==> config.mk <==
export PLATFORM = sky130hd
export DESIGN_NAME = fp_unit
export DESIGN_NICKNAME = d
export VERILOG_FILES = /design/src/rtl/fpu_pkg.sv /design/src/rtl/cla_add.sv /design/src/rtl/csa_mult.sv /design/src/rtl/fp_round.sv /design/src/rtl/fp_add_core.sv /design/src/rtl/fp_mul_core.sv /design/src/rtl/fp_unit.sv
export SDC_FILE = /design/constraint.sdc
export NUM_CORES = 2
export LEC_CHECK = 0
export BUFFER_PORTS_ARGS = -buffer_cell sky130_fd_sc_hd__buf_2
export CORE_UTILIZATION = 30
export CTS_CLUSTER_DIAMETER = 50
export DETAILED_ROUTE_END_ITERATION = 10
export PLACE_DENSITY = 0.51
export SLEW_MARGIN = 15
export SYNTH_ARGS = -nofsm -noshare
export SYNTH_HDL_FRONTEND = slang
export SYNTH_HIERARCHICAL = 1
export SYNTH_SLANG_ARGS = --single-unit
export TNS_END_PERCENT = 30
==> constraint.sdc <==
create_clock -name clk -period 1.6 [get_ports clk]
set_input_delay 0.24 -clock clk [delete_from_list [all_inputs] [get_ports clk]]
set_output_delay 0.24 -clock clk [all_outputs]
set_load 0.005 [all_outputs]
==> src/rtl/fpu_pkg.sv <==
package fpu_pkg;

  typedef enum logic [4:0] {
    OPC_FADD = 5'b00101,
    OPC_FSUB = 5'b00110,
    OPC_FMUL = 5'b00111
  } fp_opc_e;

endpackage

==> src/rtl/cla_add.sv <==
// Parallel-prefix (recursive doubling) carry-lookahead adder.
module cla_add #(
  parameter int W = 8
) (
  input  logic [W-1:0] a,
  input  logic [W-1:0] b,
  input  logic         cin,
  output logic [W-1:0] sum,
  output logic         cout
);
  localparam int LG = (W > 1) ? $clog2(W) : 1;

  for (genvar k = 0; k <= LG; k++) begin : lv
    logic [W-1:0] g;
    logic [W-1:0] p;
    if (k == 0) begin : base
      assign g = a & b;
      assign p = a ^ b;
    end else begin : step
      localparam int D = 1 << (k - 1);
      for (genvar i = 0; i < W; i++) begin : col
        if (i >= D) begin : mrg
          assign g[i] = lv[k-1].g[i] | (lv[k-1].p[i] & lv[k-1].g[i-D]);
          assign p[i] = lv[k-1].p[i] & lv[k-1].p[i-D];
        end else begin : pas
          assign g[i] = lv[k-1].g[i];
          assign p[i] = lv[k-1].p[i];
        end
      end
    end
  end

  logic [W-1:0] cv;
  assign cv[0]     = cin;
  assign cv[W-1:1] = lv[LG].g[W-2:0] | (lv[LG].p[W-2:0] & {(W-1){cin}});
  assign sum       = lv[0].p ^ cv;
  assign cout      = lv[LG].g[W-1] | (lv[LG].p[W-1] & cin);

endmodule

==> src/rtl/csa_mult.sv <==
// Unsigned multiplier: carry-save adder rows, final lookahead add.
module csa_mult #(
  parameter int N = 4
) (
  input  logic [N-1:0]   a,
  input  logic [N-1:0]   b,
  output logic [2*N-1:0] prod
);
  localparam int PW = 2 * N;

  for (genvar i = 0; i < N; i++) begin : rw
    logic [PW-1:0] pp;
    logic [PW-1:0] s;
    logic [PW-1:0] c;
    assign pp = b[i] ? (PW'(a) << i) : '0;
    if (i == 0) begin : first
      assign s = pp;
      assign c = '0;
    end else begin : fold
      assign s = rw[i-1].s ^ rw[i-1].c ^ pp;
      assign c = ((rw[i-1].s & rw[i-1].c) | (rw[i-1].s & pp) |
                  (rw[i-1].c & pp)) << 1;
    end
  end

  logic cout_unused;

  cla_add #(.W(PW)) u_final (
    .a   (rw[N-1].s),
    .b   (rw[N-1].c),
    .cin (1'b0),
    .sum (prod),
    .cout(cout_unused)
  );

endmodule

==> src/rtl/fp_round.sv <==
// Round to nearest even, then range check and pack.
module fp_round #(
  parameter int EXP_W = 8,
  parameter int MAN_W = 23,
  parameter int EW    = 15,
  parameter int FW    = 1 + EXP_W + MAN_W
) (
  input  logic                 sign,
  input  logic signed [EW-1:0] exp_in,
  input  logic [MAN_W:0]       sig_in,
  input  logic                 guard,
  input  logic                 sticky,
  output logic [FW-1:0]        res
);
  localparam logic signed [EW-1:0] EMAX_S = EW'((1 << EXP_W) - 1);

  logic                 inc;
  logic [MAN_W+1:0]     sum;
  logic [MAN_W-1:0]     man;
  logic signed [EW-1:0] exp_r;

  always_comb begin
    inc = guard & (sticky | sig_in[0]);
    sum = {1'b0, sig_in} + (MAN_W+2)'(inc);
    if (sum[MAN_W+1]) begin
      man   = sum[MAN_W:1];
      exp_r = exp_in + EW'(1);
    end else begin
      man   = sum[MAN_W-1:0];
      exp_r = exp_in;
    end
    if (exp_r >= EMAX_S)
      res = {sign, {EXP_W{1'b1}}, {MAN_W{1'b0}}};
    else if (exp_r <= 0)
      res = {sign, {(FW-1){1'b0}}};
    else
      res = {sign, exp_r[EXP_W-1:0], man};
  end

endmodule

==> src/rtl/fp_add_core.sv <==
// Floating-point add/subtract: swap, align with sticky, CLA, normalize.
module fp_add_core #(
  parameter int EXP_W = 8,
  parameter int MAN_W = 23,
  parameter int EW    = 15,
  parameter int FW    = 1 + EXP_W + MAN_W
) (
  input  logic [FW-1:0] a,
  input  logic [FW-1:0] b,
  input  logic          sub,
  output logic [FW-1:0] res
);
  localparam int EXT = MAN_W + 4;
  localparam logic [EXP_W-1:0] EALL = '1;
  localparam logic [FW-1:0] QNAN = {1'b0, {EXP_W{1'b1}}, 1'b1, {(MAN_W-1){1'b0}}};

  logic sa, sb;
  logic [EXP_W-1:0] ea, eb;
  logic [MAN_W-1:0] ma, mb;
  logic nan_a, nan_b, inf_a, inf_b, zero_a, zero_b;

  assign sa = a[FW-1];
  assign sb = b[FW-1] ^ sub;
  assign ea = a[FW-2:MAN_W];
  assign eb = b[FW-2:MAN_W];
  assign ma = a[MAN_W-1:0];
  assign mb = b[MAN_W-1:0];
  assign nan_a  = (ea == EALL) && (ma != '0);
  assign nan_b  = (eb == EALL) && (mb != '0);
  assign inf_a  = (ea == EALL) && (ma == '0);
  assign inf_b  = (eb == EALL) && (mb == '0);
  assign zero_a = (ea == '0);
  assign zero_b = (eb == '0);

  logic             sl, ss, eff_sub;
  logic [EXP_W-1:0] el, es, diff;
  logic [EXT-1:0]   sig_l, sig_s, shifted, al_s;
  logic             lost;

  always_comb begin
    if (a[FW-2:0] >= b[FW-2:0]) begin
      sl = sa; el = ea; sig_l = zero_a ? '0 : {1'b1, ma, 3'b000};
      ss = sb; es = eb; sig_s = zero_b ? '0 : {1'b1, mb, 3'b000};
    end else begin
      sl = sb; el = eb; sig_l = zero_b ? '0 : {1'b1, mb, 3'b000};
      ss = sa; es = ea; sig_s = zero_a ? '0 : {1'b1, ma, 3'b000};
    end
    diff    = el - es;
    shifted = sig_s >> diff;
    lost    = |(sig_s & ~({EXT{1'b1}} << diff));
    al_s    = {shifted[EXT-1:1], shifted[0] | lost};
    eff_sub = sl ^ ss;
  end

  logic [EXT:0] opb, raw;
  logic         cout_unused;
  assign opb = eff_sub ? ~{1'b0, al_s} : {1'b0, al_s};

  cla_add #(.W(EXT+1)) u_sig_add (
    .a   ({1'b0, sig_l}),
    .b   (opb),
    .cin (eff_sub),
    .sum (raw),
    .cout(cout_unused)
  );

  // effective subtraction of the smaller magnitude never borrows
  always_comb begin
    if (eff_sub) begin
      a_no_borrow_r3: assert (raw[EXT] == 1'b0);
    end
  end

  logic [EXT-1:0]       norm;
  logic signed [EW-1:0] exp_n;
  int                   msb;

  always_comb begin
    msb = 0;
    for (int i = 0; i <= EXT; i++)
      if (raw[i]) msb = i;
    if (raw[EXT]) begin
      norm  = {raw[EXT:2], raw[1] | raw[0]};
      exp_n = EW'(el) + EW'(1);
    end else begin
      norm  = raw[EXT-1:0] << (EXT - 1 - msb);
      exp_n = EW'(el) - EW'(EXT - 1 - msb);
    end
  end

  logic [FW-1:0] rnd_res;

  fp_round #(.EXP_W(EXP_W), .MAN_W(MAN_W), .EW(EW)) u_rnd (
    .sign  (sl),
    .exp_in(exp_n),
    .sig_in(norm[EXT-1:3]),
    .guard (norm[2]),
    .sticky(norm[1] | norm[0]),
    .res   (rnd_res)
  );

  always_comb begin
    if (nan_a || nan_b)
      res = QNAN;
    else if (inf_a && inf_b)
      res = (sa != sb) ? QNAN : {sa, EALL, {MAN_W{1'b0}}};
    else if (inf_a)
      res = {sa, EALL, {MAN_W{1'b0}}};
    else if (inf_b)
      res = {sb, EALL, {MAN_W{1'b0}}};
    else if (zero_a && zero_b)
      res = {sa & sb, {(FW-1){1'b0}}};
    else if (raw == '0)
      res = '0;
    else
      res = rnd_res;
  end

endmodule

==> src/rtl/fp_mul_core.sv <==
// Floating-point multiply: carry-save significand product, normalize, round.
module fp_mul_core #(
  parameter int EXP_W = 8,
  parameter int MAN_W = 23,
  parameter int EW    = 15,
  parameter int FW    = 1 + EXP_W + MAN_W
) (
  input  logic [FW-1:0] a,
  input  logic [FW-1:0] b,
  output logic [FW-1:0] res
);
  localparam int N    = MAN_W + 1;
  localparam int BIAS = (1 << (EXP_W - 1)) - 1;
  localparam logic [EXP_W-1:0] EALL = '1;
  localparam logic [FW-1:0] QNAN = {1'b0, {EXP_W{1'b1}}, 1'b1, {(MAN_W-1){1'b0}}};

  logic sp;
  logic [EXP_W-1:0] ea, eb;
  logic [MAN_W-1:0] ma, mb;
  logic nan_a, nan_b, inf_a, inf_b, zero_a, zero_b;

  assign sp = a[FW-1] ^ b[FW-1];
  assign ea = a[FW-2:MAN_W];
  assign eb = b[FW-2:MAN_W];
  assign ma = a[MAN_W-1:0];
  assign mb = b[MAN_W-1:0];
  assign nan_a  = (ea == EALL) && (ma != '0);
  assign nan_b  = (eb == EALL) && (mb != '0);
  assign inf_a  = (ea == EALL) && (ma == '0);
  assign inf_b  = (eb == EALL) && (mb == '0);
  assign zero_a = (ea == '0);
  assign zero_b = (eb == '0);

  logic [N-1:0]   sig_a, sig_b;
  logic [2*N-1:0] prod;
  assign sig_a = zero_a ? '0 : {1'b1, ma};
  assign sig_b = zero_b ? '0 : {1'b1, mb};

  csa_mult #(.N(N)) u_mult (
    .a   (sig_a),
    .b   (sig_b),
    .prod(prod)
  );

  // two nonzero normalized significands give a product in [1,4)
  always_comb begin
    if (!zero_a && !zero_b) begin
      a_prod_norm_r3: assert (prod[2*N-1] | prod[2*N-2]);
    end
  end

  logic [N-1:0]         sig_n;
  logic                 grd, stk;
  logic signed [EW-1:0] exp_p;

  always_comb begin
    exp_p = EW'(ea) + EW'(eb) - EW'(BIAS);
    if (prod[2*N-1]) begin
      sig_n = prod[2*N-1:N];
      grd   = prod[N-1];
      stk   = |prod[N-2:0];
      exp_p = exp_p + EW'(1);
    end else begin
      sig_n = prod[2*N-2:N-1];
      grd   = prod[N-2];
      stk   = |prod[N-3:0];
    end
  end

  logic [FW-1:0] rnd_res;

  fp_round #(.EXP_W(EXP_W), .MAN_W(MAN_W), .EW(EW)) u_rnd (
    .sign  (sp),
    .exp_in(exp_p),
    .sig_in(sig_n),
    .guard (grd),
    .sticky(stk),
    .res   (rnd_res)
  );

  always_comb begin
    if (nan_a || nan_b || (inf_a && zero_b) || (zero_a && inf_b))
      res = QNAN;
    else if (inf_a || inf_b)
      res = {sp, EALL, {MAN_W{1'b0}}};
    else if (zero_a || zero_b)
      res = {sp, {(FW-1){1'b0}}};
    else
      res = rnd_res;
  end

endmodule

==> src/rtl/fp_unit.sv <==
module fp_unit
  import fpu_pkg::*;
#(
  parameter int XLEN  = 64,
  parameter int EXP_W = 8,
  parameter int MAN_W = 23
) (
  input  logic            clk,
  input  logic            rst_n,
  input  logic            in_valid,
  output logic            in_ready,
  input  logic [4:0]      in_opcode,
  input  logic [XLEN-1:0] in_src1,
  input  logic [XLEN-1:0] in_src2,
  output logic            out_valid,
  input  logic            out_ready,
  output logic [XLEN-1:0] out_result
);
  localparam int FW = 1 + EXP_W + MAN_W;
  localparam int EW = EXP_W + $clog2(MAN_W + 6) + 2;
  localparam logic [FW-1:0] QNAN = {1'b0, {EXP_W{1'b1}}, 1'b1, {(MAN_W-1){1'b0}}};

  logic [FW-1:0] opa, opb, add_res, mul_res, sel_res, res_q;
  logic          is_add, is_sub, is_mul, is_fp, fire, vld_q;
  logic          hi_unused;

  assign opa       = in_src1[FW-1:0];
  assign opb       = in_src2[FW-1:0];
  assign hi_unused = ^{in_src1[XLEN-1:FW], in_src2[XLEN-1:FW]};

  assign is_add = (in_opcode == OPC_FADD);
  assign is_sub = (in_opcode == OPC_FSUB);
  assign is_mul = (in_opcode == OPC_FMUL);
  assign is_fp  = is_add | is_sub | is_mul;

  fp_add_core #(.EXP_W(EXP_W), .MAN_W(MAN_W), .EW(EW)) u_add (
    .a  (opa),
    .b  (opb),
    .sub(is_sub),
    .res(add_res)
  );

  fp_mul_core #(.EXP_W(EXP_W), .MAN_W(MAN_W), .EW(EW)) u_mul (
    .a  (opa),
    .b  (opb),
    .res(mul_res)
  );

  assign sel_res  = is_mul ? mul_res : add_res;
  assign in_ready = !vld_q || out_ready;
  assign fire     = in_valid && in_ready;

  always_ff @(posedge clk or negedge rst_n) begin
    if (!rst_n) begin
      vld_q <= 1'b0;
      res_q <= '0;
    end else if (fire) begin
      vld_q <= is_fp;
      if (is_fp) res_q <= sel_res;
    end else if (out_ready) begin
      vld_q <= 1'b0;
    end
  end

  assign out_valid  = vld_q;
  assign out_result = {{(XLEN-FW){1'b0}}, res_q};

  p_stall_hold_r10: assert property (@(posedge clk) disable iff (!rst_n)
    out_valid && !out_ready |=> out_valid && $stable(out_result));

  p_accept_r9: assert property (@(posedge clk) disable iff (!rst_n)
    in_valid && in_ready && is_fp |=> out_valid);

  p_drop_other_r11: assert property (@(posedge clk) disable iff (!rst_n)
    in_valid && in_ready && !is_fp |=> !out_valid);

  p_nan_canon_r4: assert property (@(posedge clk) disable iff (!rst_n)
    out_valid && (&out_result[FW-2:MAN_W]) && (|out_result[MAN_W-1:0])
      |-> out_result[FW-1:0] == QNAN);

endmodule

==> flow_summary.json <==
{
  "status": "complete, but fails checks",
  "violations": "setup timing",
  "firstDrtPassIters": 6,
  "grt_pass1_wl_mm": 183,
  "wl_per_cell_um": 18.1,
  "hold_path.class": "primary input to flip-flop",
  "vias": 31600,
  "cts_htree_levels": 2,
  "hold_ws_ns": 0.312,
  "start_kind": "primary input",
  "fin_util_pct": 39.6,
  "place_ws_ns": -15.98,
  "dpl.hpwl_mm": 97.8,
  "rr_worst_depth": 4,
  "finalSetupViolations": 32,
  "worstPathMaxFanout": 6,
  "synth.avg_cell_area_um2": 8.14,
  "drv_cap": 0,
  "grt_pass1_vias": 32400,
  "floorplan.initialDensity_pct": 30.4,
  "cts_root_buf": "clkbuf_16",
  "fin_area_um2": 42600,
  "tightest_slew_ns": 1.11,
  "drc": 0,
  "slew_headroom_pct": 25.7,
  "cts.sinks": 33,
  "worst_slack_ns": -14.95,
  "routed_wl_mm": 114,
  "ff2ff_setup_slack_ns": 0.38,
  "fin_crit_ns": 16.55,
  "layout.nets": 5711,
  "drive_gt1_share_pct": 30.0,
  "die_area_um2": 110000,
  "fillers": 11200,
  "n_antenna_cell": 0,
  "cts_inserted_buffers": 5,
  "reg2reg_to": "res_q[31]$_DFFE_PN0P_",
  "rsz0062_at_grt": "true",
  "cts_tree": "built",
  "grt_max_degree": 46,
  "skew_ns": 0.00728,
  "arrival_ns": 16.76,
  "report.final.slew_viol_count": 0,
  "fmax_mhz": 60.4,
  "whs_endpoint": "out_valid$_DFFE_PN0P_",
  "synth_cells": 4019,
  "clkTransAtPathRegs_ns": 0.06,
  "cp-end-kind": "flip-flop",
  "critPathKind": "primary input to flip-flop",
  "core_um2": 108000,
  "required_ns": 1.81,
  "r2r_start": "out_valid$_DFFE_PN0P_",
  "port_buffers": 106,
  "ioPinCount": 203,
  "fin_crit_sh_pct": 1030,
  "drt-initial-drc-count": 1974,
  "fp.dieW_um": 332,
  "gp_congestion": 0.933,
  "grt.overflow.total": 0,
  "crit_top_cell": "fa_2",
  "cp_slowest_stage_delay_ns": 0.60,
  "yosys_warnings": 6,
  "ant_nets": 0,
  "synth.cell_area_um2": 32700,
  "hp-start": "out_ready",
  "clockBufferDepth": 2,
  "placed_area_um2": 41400,
  "area_delta_synth_final_pct": 30.1,
  "hold_viol_final": 0,
  "viasPerCell": 5.02,
  "insertion_delay_ns": 0.29,
  "gr-usage-all-layers_pct": 20.5,
  "antenna_found_initial": 1,
  "slowest_stage": "fa_2",
  "min_path_cells": 3,
  "die_y_um": 332,
  "num_rows": 120
}
==> cells in the final DEF (no fill, tap or decap), types with 34 or more instances in the layout <==
cell     instances
mux2i_1         92
fa_2           101
buf_4          935
a31oi_1         84
nor3_1          54
buf_2          103
inv_1          273
a21o_1          64
conb_1          67
nand3_1         83
xnor2_1        109
ha_1           154
nand2_1        604
nor4_1          48
a22o_1          36
mux2_2          34
a21oi_1        174
xor2_1          64
fa_1           409
nor2_1         221
o21ai_0        131
and2_1         345
nand4_1         52
==> registers in the layout, summed over array words and instances, names as in the netlist <==
register,count
res_q,32
out_valid,1
==> per-stage QoR <==
| step | instances | setup TNS, ns |
|---|---|---|
| final | 6303 | -467.64 |
| after global routing | 6303 | -483.90 |
| after global placement | 6268 | -494.43 |
| after floorplan | 4083 | -475.25 |
| after detailed placement | 6268 | -499.36 |
| after CTS | 6294 | -471.25 |
==> how the worst max path moves through the flow <==
stage	start	endpoint	slack, ns	depth (start not counted)
after floorplan	in_src1[25]	res_q[10]$_DFFE_PN0P_	-15.25	58
after global placement	in_src1[26]	res_q[24]$_DFFE_PN0P_	-15.81	57
after detailed placement	in_src1[26]	res_q[22]$_DFFE_PN0P_	-15.98	57
after CTS	in_src1[29]	res_q[20]$_DFFE_PN0P_	-15.05	57
after global routing	in_src2[27]	res_q[22]$_DFFE_PN0P_	-15.46	61
final	in_src1[29]	res_q[22]$_DFFE_PN0P_	-14.95	56
==> worst max-delay path: cells and delay by family <==
family	cells	cell delay, ns
fa+ha+maj	26	11.64
simple gates	12	2.54
compound gates	9	1.32
buf+inv	6	0.50
mux	2	0.37
xor+xnor	1	0.15
==> layer usage <==
layer	vias up	GRT usage, %	part of all wire (%)
met4	0	5.72	3.1
met2	775	33.4	45
met1	15400	29.2	48
met5	-	0	0
li1	15300	-	-
met3	147	1.16	4.1
==> final cells by class <==
type	instances	area (um^2)	share of cell area (%)
Multi-Input combinational cell	3481	30400	71.5
Clock inverter	3	46.3	0.109
Timing Repair Buffer	1081	8260	19.4
Inverter	296	1120	2.63
Timing Repair inverter	1	6.26	0.0147
Sequential cell	33	826	1.94
Tap cell	1403	1760	4.13
Clock buffer	5	125	0.294
==> timing repair <==
action	in CTS	in global routing
hold endpoints to repair	14	0
cloned	5	0
gates resized for setup	89	126
buffers inserted	13	10
hold buffers	1	0
pin swaps	114	69
endpoints found under the setup margin	33	33
Power is left out: the tool's default activity adds up to more than one toggle a clock period on the data nets, which glitch-free logic cannot reach.
